`config.mk`:
```
export PLATFORM = sky130hd
export DESIGN_NAME = lvl_irq_decoder
export DESIGN_NICKNAME = d
export VERILOG_FILES = /design/src/rtl/lvl_dec_pkg.sv /design/src/rtl/lvl_chain_reach.sv /design/src/rtl/lvl_slot_select.sv /design/src/rtl/lvl_slot_bank.sv /design/src/rtl/lvl_irq_decoder.sv
export SDC_FILE = /design/constraint.sdc
export NUM_CORES = 1
export LEC_CHECK = 0
export ABC_AREA = 1
export BUFFER_PORTS_ARGS = -buffer_cell sky130_fd_sc_hd__buf_2
export CAP_MARGIN = 0
export CORE_UTILIZATION = 30
export CTS_BUF_LIST = sky130_fd_sc_hd__clkbuf_8
export DETAILED_ROUTE_END_ITERATION = 10
export PLACE_DENSITY = 0.53
export SLEW_MARGIN = 30
export SYNTH_ARGS = -nofsm -noshare
export SYNTH_HDL_FRONTEND = slang
export SYNTH_HIERARCHICAL = 1
export SYNTH_SLANG_ARGS = --single-unit
```
`constraint.sdc`:
```
create_clock -name clk -period 1.65 [get_ports clk]
set_clock_uncertainty 0.1 [all_clocks]
set_input_delay 0.0825 -clock clk [delete_from_list [all_inputs] [get_ports clk]]
set_output_delay 0.0825 -clock clk [all_outputs]
set_load 0.005 [all_outputs]
```
`src/rtl/lvl_dec_pkg.sv`:
```
// Package: shared constants and helpers for the encoded level decoder.
// Assumes: levels are unsigned and the slot count is 2**LEVEL_W - 1.
package lvl_dec_pkg;

    localparam int unsigned DEF_LEVEL_W = 4;

    // Number of slots addressed by a level of the given width.
    function automatic int unsigned slots_for_width(input int unsigned w);
        return (1 << w) - 1;
    endfunction

endpackage

```
`src/rtl/lvl_chain_reach.sv`:
```
// Module: walks the configured slot chain from slot 0 upward.
// A slot is live only when it and all lower slots are configured.
// Assumes: SLOT_CFG is static and is fixed at elaboration.
module lvl_chain_reach #(
    parameter int unsigned         NUM_SLOTS = 15,
    parameter logic [NUM_SLOTS-1:0] SLOT_CFG = '1
) (
    output logic [NUM_SLOTS-1:0] live_o
);

    logic [NUM_SLOTS-1:0] reach;

    // Slot 0 starts the chain.
    assign reach[0] = SLOT_CFG[0];

    genvar gi;
    generate
        for (gi = 1; gi < NUM_SLOTS; gi++) begin : g_walk
            // Each slot inherits reachability from the slot below it.
            assign reach[gi] = reach[gi-1] & SLOT_CFG[gi];
        end
    endgenerate

    assign live_o = reach;

endmodule

```
`src/rtl/lvl_slot_select.sv`:
```
// Module: maps an encoded level to a one-hot slot selection.
// A level of zero, or a level whose slot is not live, selects nothing.
// Assumes: NUM_SLOTS == 2**LEVEL_W - 1.
module lvl_slot_select #(
    parameter int unsigned LEVEL_W   = 4,
    parameter int unsigned NUM_SLOTS = 15
) (
    input  logic [LEVEL_W-1:0]   level_i,
    input  logic [NUM_SLOTS-1:0] live_i,
    output logic [NUM_SLOTS-1:0] sel_o
);

    localparam logic [LEVEL_W-1:0] ALL_ONES = '1;

    logic [LEVEL_W-1:0] slot_idx;
    logic               req;

    // Inverting the level bits gives the slot index.
    assign slot_idx = level_i ^ ALL_ONES;
    assign req      = (level_i != '0);

    genvar gi;
    generate
        for (gi = 0; gi < NUM_SLOTS; gi++) begin : g_hit
            // A slot is hit when it is addressed, requested and live.
            assign sel_o[gi] = req && live_i[gi] &&
                               (slot_idx == LEVEL_W'(gi));
        end
    endgenerate

endmodule

```
`src/rtl/lvl_slot_bank.sv`:
```
// Module: per-slot assert and sticky enable registers.
// Each update raises the selected slot and drops all the others.
// Assumes: sel_i is one-hot or zero, with synchronous active-low reset.
module lvl_slot_bank #(
    parameter int unsigned NUM_SLOTS = 15
) (
    input  logic                 clk,
    input  logic                 rst_n,
    input  logic [NUM_SLOTS-1:0] sel_i,
    input  logic [NUM_SLOTS-1:0] live_i,
    output logic [NUM_SLOTS-1:0] assert_o,
    output logic [NUM_SLOTS-1:0] enable_o
);

    logic [NUM_SLOTS-1:0] asrt_q;
    logic [NUM_SLOTS-1:0] en_q;

    genvar gi;
    generate
        for (gi = 0; gi < NUM_SLOTS; gi++) begin : g_slot
            // Assert follows the selection; a non-selected slot is dropped.
            always_ff @(posedge clk) begin
                if (!rst_n) asrt_q[gi] <= 1'b0;
                else        asrt_q[gi] <= sel_i[gi];
            end

            // The enable is forced on at selection and kept until reset.
            always_ff @(posedge clk) begin
                if (!rst_n)         en_q[gi] <= 1'b0;
                else if (sel_i[gi]) en_q[gi] <= 1'b1;
            end

            p_enable_sticky_r5: assert property (@(posedge clk)
                disable iff (!rst_n) en_q[gi] |=> en_q[gi]);

            p_assert_has_enable_r5: assert property (@(posedge clk)
                disable iff (!rst_n) asrt_q[gi] |-> en_q[gi]);

            p_dead_slot_quiet_r7: assert property (@(posedge clk)
                disable iff (!rst_n) !live_i[gi] |-> !(asrt_q[gi] || en_q[gi]));
        end
    endgenerate

    p_single_assert_r4: assert property (@(posedge clk)
        disable iff (!rst_n) $onehot0(asrt_q));

    assign assert_o = asrt_q;
    assign enable_o = en_q;

endmodule

```
`src/rtl/lvl_irq_decoder.sv`:
```
// Module: top of the encoded interrupt level slot decoder.
// The level is sampled on each rising edge and the slot outputs are registered.
// Assumes: level_i is already synchronous to clk; reset is synchronous and active low.
module lvl_irq_decoder
    import lvl_dec_pkg::*;
#(
    parameter int unsigned LEVEL_W = DEF_LEVEL_W,
    parameter int unsigned NUM_SLOTS = slots_for_width(LEVEL_W),
    parameter logic [NUM_SLOTS-1:0] SLOT_CFG = '1
) (
    input  logic                 clk,
    input  logic                 rst_n,
    input  logic [LEVEL_W-1:0]   level_i,
    output logic [NUM_SLOTS-1:0] src_assert_o,
    output logic [NUM_SLOTS-1:0] src_enable_o,
    output logic [NUM_SLOTS-1:0] slot_live_o
);

    logic [NUM_SLOTS-1:0] live;
    logic [NUM_SLOTS-1:0] sel;

    lvl_chain_reach #(
        .NUM_SLOTS (NUM_SLOTS),
        .SLOT_CFG  (SLOT_CFG)
    ) u_reach (
        .live_o (live)
    );

    lvl_slot_select #(
        .LEVEL_W   (LEVEL_W),
        .NUM_SLOTS (NUM_SLOTS)
    ) u_select (
        .level_i (level_i),
        .live_i  (live),
        .sel_o   (sel)
    );

    lvl_slot_bank #(
        .NUM_SLOTS (NUM_SLOTS)
    ) u_bank (
        .clk      (clk),
        .rst_n    (rst_n),
        .sel_i    (sel),
        .live_i   (live),
        .assert_o (src_assert_o),
        .enable_o (src_enable_o)
    );

    assign slot_live_o = live;

    p_idle_level_r2: assert property (@(posedge clk)
        disable iff (!rst_n) (level_i == '0) |=> (src_assert_o == '0));

    p_top_level_slot0_r3: assert property (@(posedge clk)
        disable iff (!rst_n) (level_i == '1) |=> (src_assert_o[0] == slot_live_o[0]));

    p_reset_clears_r1: assert property (@(posedge clk)
        !rst_n |=> (src_assert_o == '0 && src_enable_o == '0));

endmodule

```
==> results of run 1 <==
-- cell families after synthesis --
family                 synth area share
other                           0.00315
DFF                               0.505
and+or+nand+nor                   0.285
buffers and inverters             0.207
-- through the flow --
step | cells | hold slack (ps)
6_report | 235 | 93.1
5_1_grt | 235 | 107
4_1_cts | 235 | 85.2
3_5_place_dp | 227 | 334
3_3_place_gp | 227 | 333
2_1_floorplan | 164 | 213
-- power by group through the flow --
| stage | Combinational (mW) | Clock, mW | Sequential, mW |
|---|---|---|---|
| after floorplan | 0.0932 | 0 | 0.758 |
| after global placement | 0.0887 | 0 | 0.757 |
| after detailed placement | 0.0890 | 0 | 0.757 |
| after CTS | 0.0891 | 0.601 | 0.741 |
| after global routing | 0.106 | 0.643 | 0.742 |
| final | 0.0925 | 0.578 | 0.741 |
-- worst reg2reg max path: cells and delay by family, from the launching register on --
kind             cells  cell delay (ps)
DFF                  1              310
and+or+nand+nor      2              100
-- routing by layer --
metal,track usage,share of wire,vias up
li1,-,-,484
met1,0.141,0.47,397
met2,0.195,0.46,25
met3,0.0387,0.040,4
met4,0.100,0.019,0
met5,0,0,-
-- cells in the mapped netlist (all sizes together) --
cell,count,area share
nand2,50,0.16
dfxtp,30,0.50
buf,20,0.13
inv,17,0.054
nand3,15,0.067
nor2,15,0.054
clkinv,2,0.021
conb,1,0.0032
-- final cells by class --
type / instances / area [um^2]
Fill cell: 443 / 2330
Clock inverter: 2 / 8.76
Multi-Input combinational cell: 95 / 395
Tap cell: 48 / 60.1
Timing Repair Buffer: 35 / 175
Clock buffer: 6 / 82.6
Inverter: 19 / 88.8
Sequential cell: 30 / 601
-- final timing paths --
check / endpoint / slack, ps / depth (start not counted)
setup / recovery: src_enable_o[4] / 740 / 1
hold / removal: u_bank/assert_o[3]$_SDFF_PN0_ / 90 / 5
setup reg to reg: u_bank/enable_o[13]$_SDFFE_PN0P_ / 1020 / 2
hold reg to reg: u_bank/enable_o[10]$_SDFFE_PN0P_ / 340 / 2
-- registers in the layout, summed over array words and instances, names as in the netlist --
name and count:
u_bank/assert_o 15, u_bank/enable_o 15
==> results.json, run 1 <==
{
  "p_sw_uw": 320,
  "maxCapViolations": 0,
  "syn-instance-count": 150,
  "netlist_area_um2": 1190,
  "first_pass_iters": 4,
  "ys_ff_latch": 30,
  "crit_fanout": 2,
  "setup_slack_ps": 744,
  "slew_headroom": 0.665,
  "synth.distinct_cells": 13,
  "post_cts_buffers": 0,
  "cts_buffers": 5,
  "place_ws_ps": 740,
  "hold_buffers": 0,
  "ctsResizeCount": 0,
  "clock.fmax_mhz": 1100,
  "cp_slowest_cell": "dfxtp_1",
  "layout.nets": 192,
  "grt-ovfl-total": 0,
  "dp_hpwl_mm": 1.78,
  "viasPerCell": 3.87,
  "drtAntennaViolNets": 0,
  "p_leak_nw": 0.881,
  "clkLatencyLatePin_ps": 270,
  "fin_area_um2": 1410,
  "die-width_um": 65.0,
  "drc": 0,
  "power.density_nw_per_um2": 1000,
  "period_needed_ps": 906,
  "cp_slowest_stage_delay_ps": 330,
  "start_kind": "flip-flop",
  "cp_num_buf_inv": 1,
  "num_vias": 910,
  "antenna_found_initial": 0,
  "grt_pass1_wl_mm": 3.89,
  "fin_tns_setup_ps": 0,
  "crit_chain": "buf_2",
  "crit_type": "flip-flop to output port",
  "drive_gt1_frac": 0.262,
  "io_buffers": 35,
  "grt_pass1_vias": 882,
  "final_util": 0.377,
  "setup_violations": 0,
  "cts.clk_slew.worst_paths_ps": 60,
  "endpoint_kind": "output port",
  "finalMaxSlewViolations": 0,
  "yosysSeqAreaShare": 0.505,
  "hold_viol_final": 0,
  "detail_route.wl_per_cell_um": 9.79,
  "outcome": "completed",
  "std_cell_rows": 22,
  "place_area_um2": 1320,
  "final_cell_mix": "nand2_1 (49), buf_2 (35), dfxtp_1 (30)",
  "layout_commonest_cell": "nand2_1",
  "combPwrFrac": 0.066,
  "switching_share": 0.227,
  "clkPwrFrac": 0.409,
  "die_y_um": 65.0,
  "area_delta_synth_final_pct": 18.6,
  "syn_area_per_cell_um2": 7.93,
  "holdCritStartpoint": "level_i[2]",
  "required_ps": 1470,
  "cts_tree": "built",
  "cts_root_buf": "clkbuf_8",
  "drt_wl_total_mm": 2.30,
  "finalCritPeriodShare": 0.549,
  "gp_congestion": 0.734,
  "seqPwrFrac": 0.525,
  "rsz0062_at_grt": "no",
  "grt_max_degree": 31,
  "crit_arrival_ps": 720,
  "initial_core_util": 0.318,
  "total_power_mw": 1.41,
  "drt_iter0_markers": 49,
  "die_area_um2": 4220,
  "numClockSinks": 30,
  "cts_buffer_depth": 2,
  "cpLargestDelayFamily": "flip-flops",
  "ioPinCount": 51,
  "p_int_mw": 1.09,
  "grt_usage": 0.126,
  "irDropWorstVdd_v": 0.000317,
  "core-area_um2": 3740,
  "worst_pin_slew_ps": 503,
  "crit_start": "u_bank/enable_o[4]$_SDFFE_PN0P_",
  "yosys_warnings": 6,
  "r2r_start": "u_bank/enable_o[13]$_SDFFE_PN0P_",
  "htree_levels": 2,
  "antenna_cells": 0,
  "min_path_type": "input pin to flip-flop"
}
Power figures use the tool's default switching activity.
==> run 2, diff against run 1 <==
clock period = 0.9 ns   (was 1.65 ns; I/O delays follow)
==> results.json, run 2 (synthesis results as in run 1) <==
{
  "cp_slowest_cell": "dfxtp_2",
  "cp_num_cells": 1,
  "critPathCapture": "src_enable_o[4]",
  "drc": 0,
  "drt_wl_total_mm": 2.36,
  "clkLatencyLatePin_ps": 270,
  "core-area_um2": 3740,
  "finalCritPeriodShare": 0.961,
  "viasPerCell": 3.93,
  "grt_usage": 0.125,
  "num_vias": 927,
  "ff2ff_setup_slack_ps": 150,
  "fin_area_um2": 1440,
  "irDropWorstVdd_v": 0.000504,
  "rsz0062_at_grt": "no",
  "grt_pass1_vias": 849,
  "setup_violations": 0,
  "initial_core_util": 0.318,
  "min_path_type": "input pin to flip-flop",
  "antenna_cells": 0,
  "io_buffers": 35,
  "drive_gt1_frac": 0.314,
  "first_pass_iters": 4,
  "fin_tns_setup_ps": 0,
  "hold_viol_final": 0,
  "start_kind": "flip-flop",
  "layout.nets": 194,
  "p_leak_nw": 0.895,
  "htree_levels": 2,
  "crit_arrival_ps": 720,
  "r2r_start": "u_bank/enable_o[4]$_SDFFE_PN0P_",
  "dp_hpwl_mm": 1.78,
  "maxCapViolations": 0,
  "crit_type": "flip-flop to output port",
  "cp_num_buf_inv": 1,
  "outcome": "completed",
  "die_area_um2": 4220,
  "numClockSinks": 30,
  "r2r_end": "u_bank/enable_o[4]$_SDFFE_PN0P_",
  "cp_slowest_stage_delay_ps": 320,
  "cts_buffers": 5,
  "fin_cells": 236,
  "period_needed_ps": 865,
  "die-width_um": 65.0,
  "finalMaxSlewViolations": 0,
  "endpoint_kind": "output port",
  "drt_iter0_markers": 28,
  "cts_tree": "built",
  "grt-ovfl-total": 0,
  "area_delta_synth_final_pct": 20.7,
  "cts_root_buf": "clkbuf_8",
  "required_ps": 750,
  "clock.fmax_mhz": 1160,
  "antenna_found_initial": 0,
  "final_cell_mix": "nand2_1 (49), buf_2 (35), dfxtp_1 (20)",
  "gp_congestion": 0.710,
  "ioPinCount": 51,
  "std_cell_rows": 22,
  "layout_commonest_cell": "nand2_1",
  "grt_pass1_wl_mm": 3.82,
  "crit_fanout": 2,
  "cts_buffer_depth": 2,
  "power.density_nw_per_um2": 1740,
  "placedCellCount": 228,
  "detail_route.wl_per_cell_um": 10.0,
  "cpLargestDelayFamily": "flip-flops",
  "cts.clk_slew.worst_paths_ps": 60,
  "die_y_um": 65.0,
  "place_area_um2": 1340,
  "crit_chain": "buf_2",
  "crit_start": "u_bank/enable_o[4]$_SDFFE_PN0P_",
  "worstRegToRegCells": 3,
  "grt_max_degree": 31,
  "drtAntennaViolNets": 0
}
==> run 2: cell types whose count changed in the layout (fill, tap and decap cells not counted) <==
cell      delta
buf_4        +1
inv_1        +1
dfxtp_1     -10
clkbuf_8     -1
clkinv_2     -1
dfxtp_2     +10
buf_12       +1
==> run 2: layout make-up <==
class | instances | area [um^2]
Clock buffer | 5 | 68.8
Clock inverter | 2 | 7.51
Fill cell | 429 | 2310
Inverter | 19 | 88.8
Multi-Input combinational cell | 95 | 395
Sequential cell | 30 | 613
Tap cell | 48 | 60.1
Timing Repair Buffer | 37 | 203
==> run 2: worst min path at each step <==
stage	startpoint	endpoint	slack, ps	cells after the start
CTS	level_i[2]	u_bank/assert_o[3]$_SDFF_PN0_	60	5
global placement	u_bank/assert_o[0]$_SDFF_PN0_	src_assert_o[0]	320	1
detailed placement	u_bank/assert_o[6]$_SDFF_PN0_	src_assert_o[6]	320	1
floorplan	level_i[2]	u_bank/assert_o[3]$_SDFF_PN0_	180	4
global route	level_i[2]	u_bank/enable_o[3]$_SDFFE_PN0P_	70	5
finish	level_i[2]	u_bank/assert_o[3]$_SDFF_PN0_	60	5
==> run 2: repair_timing <==
action	4_1_cts	5_1_grt
resized for setup	1	9
buffers inserted	0	1
endpoints found under the setup margin	1	10
hold buffers	0	0
==> run 2: power by group <==
| group | internal, mW | total (mW) | switching (mW) |
|---|---|---|---|
| logic | 0.0572 | 0.183 | 0.126 |
| clock network | 0.507 | 0.960 | 0.453 |
| registers | 1.35 | 1.36 | 0.00839 |
==> run 2: routing by layer <==
layer | GRT usage | vias up | routed length (um)
met2 | 0.190 | 31 | 1060
met3 | 0.0511 | 6 | 151
met4 | 0.0833 | 0 | 66
met1 | 0.141 | 401 | 1080
met5 | 0 | - | 0
li1 | - | 489 | -
==> run 2: per-stage QoR <==
step / utilization / hold WS [ps] / setup slack, ps / total power, mW
after floorplan: - / 175 / 253 / 1.56
after global placement: 0.358 / 321 / 33.4 / 1.56
after detailed placement: 0.358 / 321 / 26.6 / 1.56
after CTS: 0.379 / 58.7 / 21.1 / 2.52
after global routing: 0.384 / 72.3 / 1.47 / 2.64
final: 0.384 / 61.4 / 35.3 / 2.50
